File: src/rtl/vcw_pkg.sv
package vcw_pkg;
  localparam int unsigned WIN_BYTES = 4;
  localparam int unsigned MAX_BAR   = 5;

  typedef enum logic [1:0] {
    ENG_IDLE  = 2'd0,
    ENG_ISSUE = 2'd1,
    ENG_CAPT  = 2'd2
  } eng_state_e;

  typedef struct packed {
    logic        ok;
    logic [3:0]  be;
    logic [1:0]  lane;
    logic [31:0] mask;
  } dec_t;
endpackage

File: src/rtl/vcw_req_fifo.sv
module vcw_req_fifo #(
  parameter int unsigned W     = 8,
  parameter int unsigned DEPTH = 2
) (
  input  logic         clk,
  input  logic         rst,
  input  logic         push,
  input  logic [W-1:0] push_data,
  input  logic         pop,
  output logic [W-1:0] head,
  output logic         empty,
  output logic         full
);
  localparam int unsigned PW = (DEPTH > 1) ? $clog2(DEPTH) : 1;
  localparam int unsigned CW = $clog2(DEPTH + 1);
  localparam logic [PW-1:0] LAST = PW'(DEPTH - 1);

  logic [W-1:0]  store [DEPTH];
  logic [PW-1:0] wr_ptr, rd_ptr;
  logic [CW-1:0] used;

  assign empty = (used == '0);
  assign full  = (used == CW'(DEPTH));
  assign head  = store[rd_ptr];

  // storage without reset so it maps to RAM
  always_ff @(posedge clk) begin
    if (push && !full) store[wr_ptr] <= push_data;
  end

  always_ff @(posedge clk) begin
    if (rst) begin
      wr_ptr <= '0;
      rd_ptr <= '0;
      used   <= '0;
    end else begin
      if (push && !full) wr_ptr <= (wr_ptr == LAST) ? '0 : wr_ptr + 1'b1;
      if (pop && !empty) rd_ptr <= (rd_ptr == LAST) ? '0 : rd_ptr + 1'b1;
      case ({push && !full, pop && !empty})
        2'b10:   used <= used + 1'b1;
        2'b01:   used <= used - 1'b1;
        default: used <= used;
      endcase
    end
  end

  AST_NO_OVERFLOW: assert property (@(posedge clk) disable iff (rst) push |-> !full);
  AST_NO_UNDERFLOW: assert property (@(posedge clk) disable iff (rst) pop |-> !empty);
endmodule

File: src/rtl/vcw_decode.sv
module vcw_decode
  import vcw_pkg::*;
(
  input  logic [7:0]  bar,
  input  logic [31:0] len,
  input  logic [31:0] off,
  output dec_t        dec
);
  logic [2:0] nbytes;
  logic       aligned;
  logic [3:0] base_be;
  logic [31:0] mask;

  always_comb begin
    nbytes  = 3'd0;
    base_be = 4'b0000;
    aligned = 1'b0;
    unique case (len)
      32'd1: begin nbytes = 3'd1; base_be = 4'b0001; aligned = 1'b1; end
      32'd2: begin nbytes = 3'd2; base_be = 4'b0011; aligned = (off[0] == 1'b0); end
      32'd4: begin nbytes = 3'd4; base_be = 4'b1111; aligned = (off[1:0] == 2'b00); end
      default: begin nbytes = 3'd0; base_be = 4'b0000; aligned = 1'b0; end
    endcase
  end

  for (genvar b = 0; b < WIN_BYTES; b++) begin : g_mask
    assign mask[8*b +: 8] = (3'(b) < nbytes) ? 8'hFF : 8'h00;
  end

  assign dec.ok   = (nbytes != 3'd0) && aligned && (bar <= 8'(MAX_BAR));
  assign dec.lane = off[1:0];
  assign dec.be   = base_be << off[1:0];
  assign dec.mask = mask;
endmodule

File: src/rtl/vcw_rd_align.sv
module vcw_rd_align
  import vcw_pkg::*;
(
  input  logic [31:0] rdata,
  input  logic [1:0]  lane,
  input  logic [31:0] mask,
  input  logic        ok,
  output logic [31:0] data
);
  logic [31:0] shifted;

  for (genvar b = 0; b < WIN_BYTES; b++) begin : g_lane
    logic [2:0] src;
    assign src = 3'(b) + {1'b0, lane};
    always_comb begin
      if (src < 3'(WIN_BYTES)) shifted[8*b +: 8] = rdata[8*src[1:0] +: 8];
      else                     shifted[8*b +: 8] = 8'h00;
    end
  end

  assign data = ok ? (shifted & mask) : 32'h0;
endmodule

File: src/rtl/vcw_window_bridge.sv
module vcw_window_bridge
  import vcw_pkg::*;
#(
  parameter int unsigned PF_W       = 3,
  parameter int unsigned VF_W       = 11,
  parameter int unsigned LOC_AW     = 10,
  parameter int unsigned HOLD_DEPTH = 2,
  parameter int unsigned ACK_MAX    = 10
) (
  input  logic              clk,
  input  logic              rst,
  input  logic              win_wr,
  input  logic              win_rd,
  input  logic [7:0]        win_bar,
  input  logic [31:0]       win_len,
  input  logic [31:0]       win_off,
  input  logic [31:0]       win_data,
  input  logic [PF_W-1:0]   win_pf,
  input  logic [VF_W-1:0]   win_vf,
  input  logic              win_vf_act,
  output logic              loc_en,
  output logic              loc_we,
  output logic [2:0]        loc_bar,
  output logic [LOC_AW-1:0] loc_addr,
  output logic [3:0]        loc_be,
  output logic [31:0]       loc_wdata,
  output logic [PF_W-1:0]   loc_pf,
  output logic [VF_W-1:0]   loc_vf,
  output logic              loc_vf_act,
  input  logic [31:0]       loc_rdata,
  output logic              acc_err,
  output logic              rsp_ack,
  output logic [3:0]        rsp_be,
  output logic [31:0]       rsp_data,
  output logic [PF_W-1:0]   rsp_pf,
  output logic [VF_W-1:0]   rsp_vf,
  output logic              rsp_vf_act
);
  localparam int unsigned REQ_W = 1 + 8 + 32 + 32 + 32 + PF_W + VF_W + 1;
  localparam int unsigned AGE_W = $clog2(ACK_MAX + 2) + 1;

  logic             push, pop, q_empty, q_full;
  logic [REQ_W-1:0] q_in, q_head;

  logic              h_wr, h_vfa;
  logic [7:0]        h_bar;
  logic [31:0]       h_len, h_off, h_data;
  logic [PF_W-1:0]   h_pf;
  logic [VF_W-1:0]   h_vf;

  dec_t              dec;
  eng_state_e        state;
  logic              cur_wr, cur_ok, cur_vfa;
  logic [1:0]        cur_lane;
  logic [31:0]       cur_mask, aligned;
  logic [PF_W-1:0]   cur_pf;
  logic [VF_W-1:0]   cur_vf;
  logic [AGE_W-1:0]  rd_age;

  assign push = win_wr | win_rd;
  assign q_in = {win_wr, win_bar, win_len, win_off, win_data, win_pf, win_vf, win_vf_act};
  assign {h_wr, h_bar, h_len, h_off, h_data, h_pf, h_vf, h_vfa} = q_head;
  assign pop  = (state == ENG_IDLE) && !q_empty;

  vcw_req_fifo #(.W(REQ_W), .DEPTH(HOLD_DEPTH)) u_hold (
    .clk(clk), .rst(rst), .push(push), .push_data(q_in), .pop(pop),
    .head(q_head), .empty(q_empty), .full(q_full)
  );

  vcw_decode u_dec (.bar(h_bar), .len(h_len), .off(h_off), .dec(dec));

  vcw_rd_align u_align (
    .rdata(loc_rdata), .lane(cur_lane), .mask(cur_mask), .ok(cur_ok), .data(aligned)
  );

  assign rsp_be = 4'hF;

  always_ff @(posedge clk) begin
    if (rst) begin
      state      <= ENG_IDLE;
      loc_en     <= 1'b0;
      loc_we     <= 1'b0;
      loc_bar    <= '0;
      loc_addr   <= '0;
      loc_be     <= '0;
      loc_wdata  <= '0;
      loc_pf     <= '0;
      loc_vf     <= '0;
      loc_vf_act <= 1'b0;
      acc_err    <= 1'b0;
      rsp_ack    <= 1'b0;
      rsp_data   <= '0;
      rsp_pf     <= '0;
      rsp_vf     <= '0;
      rsp_vf_act <= 1'b0;
      cur_wr     <= 1'b0;
      cur_ok     <= 1'b0;
      cur_vfa    <= 1'b0;
      cur_lane   <= '0;
      cur_mask   <= '0;
      cur_pf     <= '0;
      cur_vf     <= '0;
    end else begin
      loc_en     <= 1'b0;
      acc_err    <= 1'b0;
      rsp_ack    <= 1'b0;
      rsp_data   <= '0;
      rsp_pf     <= '0;
      rsp_vf     <= '0;
      rsp_vf_act <= 1'b0;
      unique case (state)
        ENG_IDLE: begin
          if (!q_empty) begin
            cur_wr     <= h_wr;
            cur_ok     <= dec.ok;
            cur_lane   <= dec.lane;
            cur_mask   <= dec.mask;
            cur_pf     <= h_pf;
            cur_vf     <= h_vfa ? h_vf : '0;
            cur_vfa    <= h_vfa;
            loc_en     <= dec.ok;
            loc_we     <= h_wr;
            loc_bar    <= h_bar[2:0];
            loc_addr   <= h_off[LOC_AW+1:2];
            loc_be     <= dec.be;
            loc_wdata  <= (h_data & dec.mask) << {dec.lane, 3'b000};
            loc_pf     <= h_pf;
            loc_vf     <= h_vfa ? h_vf : '0;
            loc_vf_act <= h_vfa;
            acc_err    <= !dec.ok;
            state      <= ENG_ISSUE;
          end
        end
        ENG_ISSUE: state <= cur_wr ? ENG_IDLE : ENG_CAPT;
        ENG_CAPT: begin
          rsp_ack    <= 1'b1;
          rsp_data   <= aligned;
          rsp_pf     <= cur_pf;
          rsp_vf     <= cur_vf;
          rsp_vf_act <= cur_vfa;
          state      <= ENG_IDLE;
        end
        default: state <= ENG_IDLE;
      endcase
    end
  end

  // age of the read in service, used only to bound the acknowledge latency
  always_ff @(posedge clk) begin
    if (rst)                        rd_age <= '0;
    else if (pop && !h_wr)          rd_age <= AGE_W'(1);
    else if (state != ENG_IDLE && rd_age != '0) rd_age <= rd_age + 1'b1;
    else                            rd_age <= '0;
  end

  AST_BE_SHAPE: assert property (@(posedge clk) disable iff (rst)
    loc_en |-> ($countones(loc_be) == 1 || $countones(loc_be) == 2 || $countones(loc_be) == 4));
  AST_BAR_RANGE: assert property (@(posedge clk) disable iff (rst)
    loc_en |-> (loc_bar <= 3'(MAX_BAR)));
  AST_ACK_PULSE: assert property (@(posedge clk) disable iff (rst)
    rsp_ack |=> !rsp_ack);
  AST_ACK_LATENCY: assert property (@(posedge clk) disable iff (rst)
    rsp_ack |-> (rd_age <= AGE_W'(ACK_MAX)));
  AST_RSP_IDLE_ZERO: assert property (@(posedge clk) disable iff (rst)
    !rsp_ack |-> (rsp_data == '0 && rsp_pf == '0 && rsp_vf == '0 && !rsp_vf_act));
  AST_VF_GATED: assert property (@(posedge clk) disable iff (rst)
    (rsp_ack && !rsp_vf_act) |-> (rsp_vf == '0));
  AST_SINGLE_ACCESS: assert property (@(posedge clk) disable iff (rst)
    loc_en |=> !loc_en);
  AST_NO_ACCESS_ON_ERR: assert property (@(posedge clk) disable iff (rst)
    acc_err |-> !loc_en);
endmodule

File: config.mk
export PLATFORM = sky130hd
export DESIGN_NAME = vcw_window_bridge
export DESIGN_NICKNAME = d
export VERILOG_FILES = /design/src/rtl/vcw_pkg.sv /design/src/rtl/vcw_req_fifo.sv /design/src/rtl/vcw_decode.sv /design/src/rtl/vcw_rd_align.sv /design/src/rtl/vcw_window_bridge.sv
export SDC_FILE = /design/constraint.sdc
export NUM_CORES = 1
export LEC_CHECK = 0
export ABC_AREA = 1
export BUFFER_PORTS_ARGS = -buffer_cell sky130_fd_sc_hd__buf_2
export CAP_MARGIN = 5
export CORE_ASPECT_RATIO = 1.1
export CORE_UTILIZATION = 45
export DETAILED_ROUTE_END_ITERATION = 6
export PLACE_DENSITY = 0.65
export SLEW_MARGIN = 20
export SYNTH_ARGS = -nofsm -noshare
export SYNTH_HDL_FRONTEND = slang
export SYNTH_SLANG_ARGS = --single-unit
File: constraint.sdc
create_clock -name clk -period 6 [get_ports clk]
set_input_delay 0.6 -clock clk [delete_from_list [all_inputs] [get_ports clk]]
set_output_delay 0.6 -clock clk [all_outputs]
set_load 0.05 [all_outputs]
# --- After elaboration in Yosys (flattened, before gate mapping) ---
# Memories as Yosys holds them, arrays and structs flattened. A register that Yosys moved wholly into a read port is not among the register bits.
# Index checks and enable logic that the tools add are counted.
op_classes:
  shifts: 6
  magnitude_cmp: 9
  bitwise: 8
  eq_ne: 9
  reduce_logical: 17
  addsub: 7
  n_mux: 23
ops:
  columns: ["cell", "n"]
  rows:
  - ["variable part select 32 x 6 -> 8 bit", 4]
  - ["bitwise AND 32 bit", 2]
  - ["2-to-1 mux 8 bit", 8]
  - ["equality test 32 x 1 -> 1 bit (second input constant)", 1]
  - ["equality test 32 x 2 -> 1 bit (second input constant)", 1]
  - ["equality test 32 x 3 -> 1 bit (second input constant)", 1]
  - ["<< shifter 32 x 5 -> 32 bit", 1]
  - ["one-hot mux 4 bit (3 select lines)", 1]
  - ["2-to-1 mux 11 bit", 1]
  - ["less-than comparator 3 bit (second input constant)", 3]
  - ["one-hot mux 3 bit (3 select lines)", 1]
  - ["less-or-equal comparator 8 x 3 -> 1 bit (second input constant)", 1]
  - ["one-hot mux 2 bit (2 select lines)", 2]
  - ["2-to-1 mux 1 bit", 7]
  - ["adder 2 x 2 -> 3 bit (first input constant)", 2]
  - ["equality test 2 bit (second input constant)", 3]
  - ["logical NOT 2 bit", 3]
  - ["less-than comparator 1 x 3 -> 1 bit (first input constant)", 2]
  - ["less-than comparator 2 x 3 -> 1 bit (first input constant)", 2]
  - ["OR reduction 3 bit", 2]
  - ["logical AND 1 bit", 5]
  - ["NOT 1 bit", 5]
  - ["equality test 2 x 1 -> 1 bit (second input constant)", 2]
  - ["2-to-1 mux 2 bit", 2]
  - ["other kinds (14)", 17]
totals:
  ramBits: 240
  mem_count: 1
  ff_bits: 156
  inputBits: 155
  elab_cells: 102
  out_inout_bits: 119
memory_table:
  columns: ["memory", "depth", "width", "rd", "rd_clocked_by_memory_dff", "write_ports", "line_no", "source"]
  rows:
  - ["u_hold.store", 2, 120, 1, 1, 1, "vcw_req_fifo.sv:18", "logic [W-1:0] store [DEPTH];"]

# --- Logic depth before layout (Yosys ltp) ---
logic_depth:
  depth_word: 6
  mapped_depth: 15
  mapped_depth_nobuf: 13

# --- Modules after synthesis ---
# Synthesis repeated with hierarchy kept, for this count alone.
hier_totals:
  cells_unflattened: 1540
  area_unflattened_um2: 16325.7
by_module_without_submodules:
  columns: ["mod", "area_each_um2", "n_inst", "cells_per_inst", "seq_area_each_um2"]
  rows:
  - ["vcw_req_fifo", 8937.3, 1, 413, 7307.0]
  - ["vcw_window_bridge", 5522.8, 1, 736, 3042.9]
  - ["vcw_rd_align", 1209.9, 1, 269, 0.0]
  - ["vcw_decode", 655.6, 1, 122, 0.0]

# --- Least setup slack after synthesis ---
# Ideal clock, no wire load.
synth_timing:
  kind: "input -> register"
  startpoint: "input win_rd"
  endpoint: "memory u_hold.store[0][0] (netlist name), enable pin"
  path_buffers: 0
  t_arrival_ps: 4913
  stages: 2
  setup_slack_ps: 527
  setup_time_ps: 560
  t_required_ps: 5440
  path_cell_list: "o22ai_1 -> nor2_1"
synth_via:
  elab_chain_cells: 4
synth_lines:
  columns: ["item", "line_no", "source"]
  rows:
  - ["start, declared", "vcw_window_bridge.sv:13", "input logic win_rd,"]
  - ["bitwise OR 1 bit", "vcw_window_bridge.sv:60", "assign push = win_wr | win_rd;"]
  - ["logical AND 1 bit", "vcw_req_fifo.sv:28", "if (push && !full) store[wr_ptr] <= push_data;"]
  - ["2-to-1 mux 1 bit", "vcw_req_fifo.sv:28", null]
  - ["2-to-1 mux 1 bit (implied by the code)", "vcw_req_fifo.sv:28", null]
  - ["end, declared", "vcw_req_fifo.sv:18", null]
# No other way between the ends.

==> out/metrics.sh <==
CTSHTREEMAXLEVEL=2
DIE_AREA_UM2=28600
WORST_R2R_ENDPOINT='loc_wdata[18]$_SDFFE_PP0P_'
HOLD-PATH-ENDPOINT='u_hold.store[0][25]$_DFFE_PP_'
SYNTH.FF_LATCH_COUNT=329
COMBINATIONAL_FAMILY_WITH_THE_MOST_AREA_AFTER_SYNTHESIS='simple AND/OR/NAND/NOR gates'
FINAL_MIN_PERIOD_OVER_CLOCK_PERIOD_PCT=50.2
MAX_CAP_VIOL_COUNT=0
YOSYS.AREA.TOP_TYPE_SHARE_PCT=47.7
RUN_STATUS='complete, no violations'
POSTCTSSETUPREPAIRBUFS=0
CLOCK.FMAX_GHz=0.332
SYNTH_SEQ_AREA_SHARE_PCT=68.3
SYNTH_CELLS=1216
SYNTH_AREA_IN_SIMPLE_GATES_PCT=18.7
CLKSLEWWORSTSETUPHOLDPATHS_NS=0.06
YS_TOP_CELLS_BY_AREA='sky130_fd_sc_hd__edfxtp_1, sky130_fd_sc_hd__dfxtp_1, sky130_fd_sc_hd__nand2_1, sky130_fd_sc_hd__nor2_1, sky130_fd_sc_hd__o21ai_0'
CP.ARRIVAL_NS=3.45
SYNTH-COMPOUND-AREA-SHARE_PCT=7.16
WORST_IR_DROP_VDD_mV=0.265
GPL.FINAL_WEIGHTED_CONGESTION=0.845
DETAIL_ROUTE.VIAS_PER_CELL=4.96
HOLD_PATH_DEPTH=1
GRT.OVERFLOW.TOTAL=0
CLOCK_ROOT_BUFFER='sky130_fd_sc_hd__clkbuf_16'
DRT_TOTAL_WL_MM=29.9
P_PER_AREA_nW_PER_UM2=477
GLOBAL_ROUTE_WIRE_LENGTH_BEFORE_REPAIR_MM=45.9
MAX_SLEW_MARGIN_PCT=29.8
FINAL_HOLD_VIOL_COUNT=0
NUM-FILL-CELLS=2379
GROUTE.USAGE.OVERALL_PCT=20.7
VIAS=9148
SYNTH.AREA.MUX_SHARE_PCT=0.716
MULTIINPUTGATEAREA_UM2=3430
DRC_ERRORS=0
GRT_MAX_DEGREE=82
POST_SYNTH_NUM_CELL_TYPES=44
INSERTION_DELAY_NS=0.52
MIN-DELAY-PATH-CLASS='in -> reg'
TRITONCTS='built'
YOSYS.AREA_SHARE.ADDER_PCT=0.298
FINAL_LAYOUT_SIZE_SUFFIX_GT1_SHARE_PCT=23.3
REPORT.POWER.TOTAL_mW=7.28
P_LEAK_nW=6.48
MAXSLEWVIOLCOUNT=0
INITIAL_UTIL_PCT=46.3
DIE_W_UM=161
AREAGROWTHSYNTHTOFINISH_PCT=21.2
ASYNCSETRESETFLOPFRACSYNTH_PCT=0
TIMING.REG2REG.WORST_PATH_DEPTH=9
FIN_NETS=1616
TRITONCTS_NUM_SINKS=329
CRIT_TYPE='reg -> reg'
FINCLKSKEW_NS=0.0244
FINALSETUPVIOLATIONS=0
NUMCTSBUFFERS=35
DP_HPWL_MM=19.8
FIRST_GLOBAL_VIAS=8538
GRT_ANTENNA_BEFORE_REPAIR=9
DRT-INITIAL-DRC-COUNT=766
SYNTH_EDF_COUNT=200
POST_CTS_HOLD_BUFFER_COUNT=0
SYNTH.CELL_AREA_UM2=12600
SYNTH.CELLS.MOST_FREQUENT='sky130_fd_sc_hd__nand2_1, sky130_fd_sc_hd__edfxtp_1, sky130_fd_sc_hd__nor2_1'
TIMING.SETUP.TNS_NS=0
PLACED_CELLS=1778
ROWS=63
POST_CTS_RESIZED=0
TIMING.FINAL.CRIT_PERIOD_NS=3.01
SYNTH_WARNINGS=0
NUM_IO_PINS=274
YS.FLOP_TYPE='sky130_fd_sc_hd__edfxtp_1'
ANT_NETS=0
DRT-PASS1-ITER-COUNT=5
SYNTH_TOP_CELL_BY_AREA='sky130_fd_sc_hd__edfxtp_1'
CRITPATHMAXFANOUT=47
FP.DIEH_UM=177
CP-END-KIND='flip-flop'
YOSYS.CELL_COUNT.TOP_TYPE='sky130_fd_sc_hd__nand2_1'
CTS_MAX_PATH_BUFFERS=3
TIMING_WORST_SLEW_PIN_VALUE_NS=1.05
INSTANCES_NO_FILL=1846
AVERAGE_CELL_AREA_AFTER_SYNTHESIS_UM2=10.3
XOR_XNOR_CELL_AREA_SHARE_OF_THE_YOSYS_NETLIST_PCT=0.0696
WORST-ENDPOINT-REQUIRED_NS=6.43
CP-START-KIND='flip-flop'
PORT_BUFFERS=249
WORST_REG2REG_SETUP_SLACK_NS=2.99
COREAREA_UM2=27200
LAYOUT.AREA.SEQ_UM2=8590
GRT_SETUP_UNREPAIRED='false'
HOLD_START='win_data[10]'
DRT-WIRELENGTH-PER-CELL_UM=16.2
worst max-delay path by stage:
stage	from	endpoint	slack, ns	depth (start not counted)
after floorplan	win_rd	u_hold.store[0][0]$_DFFE_PP_	0.53	2
after global placement	rst	rsp_data[9]$_SDFF_PP0_	2.87	9
after detailed placement	rst	rsp_data[9]$_SDFF_PP0_	2.83	9
after CTS	flip-flop	cur_ok$_SDFFE_PP0P_	2.92	13
after global routing	flip-flop	loc_wdata[20]$_SDFFE_PP0P_	2.67	9
final	flip-flop	loc_wdata[18]$_SDFFE_PP0P_	2.99	9
worst max-delay path: stages, from the launching register on:
cell and delay [ns]:
sky130_fd_sc_hd__dfxtp_2 0.32, sky130_fd_sc_hd__inv_2 0.65, sky130_fd_sc_hd__buf_4 0.44, sky130_fd_sc_hd__or2_1 0.16
sky130_fd_sc_hd__o21ai_2 0.10, sky130_fd_sc_hd__nor2_1 0.84, sky130_fd_sc_hd__nand4_1 0.18, sky130_fd_sc_hd__nand2_1 0.10
sky130_fd_sc_hd__nor2_1 0.04, sky130_fd_sc_hd__nor2_1 0.09
cell families (layout without fill, tap and decap cells):
group | count (synthesis) | after routing
simple gates | 573 | 573
flops | 329 | 329
xor+xnor | 1 | 1
compound gates | 162 | 162
other cells | 1 | 10
buf+inv | 138 | 402
fa+ha+maj | 3 | 3
mux | 9 | 9
registers in the layout, summed over array words and instances (netlist names), 4 cells and up, named ones only:
register	flops
loc_be	4
cur_vf	11
loc_wdata	32
cur_mask	4
u_hold.store	200
rsp_vf	11
loc_addr	10
rsp_data	32
layout make-up:
class / count / share of cell area, %
inverter: 80 / 1.99
antenna: 6 / 0.0984
timing repair buffer: 260 / 8.79
multi-input combinational: 752 / 22.5
clock inverter: 12 / 0.738
tap: 357 / 2.93
sequential: 329 / 56.3
clock buffer: 50 / 6.65
power breakdown:
part	leakage [nW]	switching (mW)	internal [mW]
Sequential	2.95	0.135	2.89
Combinational	2.99	1.69	0.496
Clock	0.541	0.849	1.23
layout by cell type (no fill, tap or decap), drive strengths merged:
master and count:
nor3 4, buf 260, nor2 148, a211oi 2
o21ai 73, nand4 7, diode 6, a311oi 8
edfxtp 200, inv 78, nand3 43, or2 6
conb 4, clkinv 10, o21bai 1, a21oi 58
clkinvlp 3, o22ai 1, o211ai 1, a31oi 16
nand3b 6, xor2 1, ha 3, mux2i 9
bufinv 1, nand2 358, o41ai 1, clkbuf 50
nor4 1, dfxtp 129, o21a 1
routing by layer:
layer	part of all wire, %	track usage (%)	vias to the layer above	wire length, um
met5	0.14	0	-	41
met4	1.7	5.66	6	510
met3	8.3	6.08	53	2490
met2	48	34.8	322	14300
met1	42	26.1	4231	12500
li1	-	-	4536	-
per-stage QoR:
step / hold slack (ns) / util [%] / area [um^2] / setup slack, ns
after floorplan: 0.422 / - / 12600 / 0.527
after global placement: 0.432 / 51.9 / 14100 / 2.87
after detailed placement: 0.432 / 51.9 / 14100 / 2.83
after CTS: 0.249 / 56.0 / 15200 / 2.92
after global routing: 0.249 / 56.1 / 15200 / 2.67
final: 0.266 / 56.1 / 15300 / 2.99
Note: power is estimated with default switching activity, not from simulation.
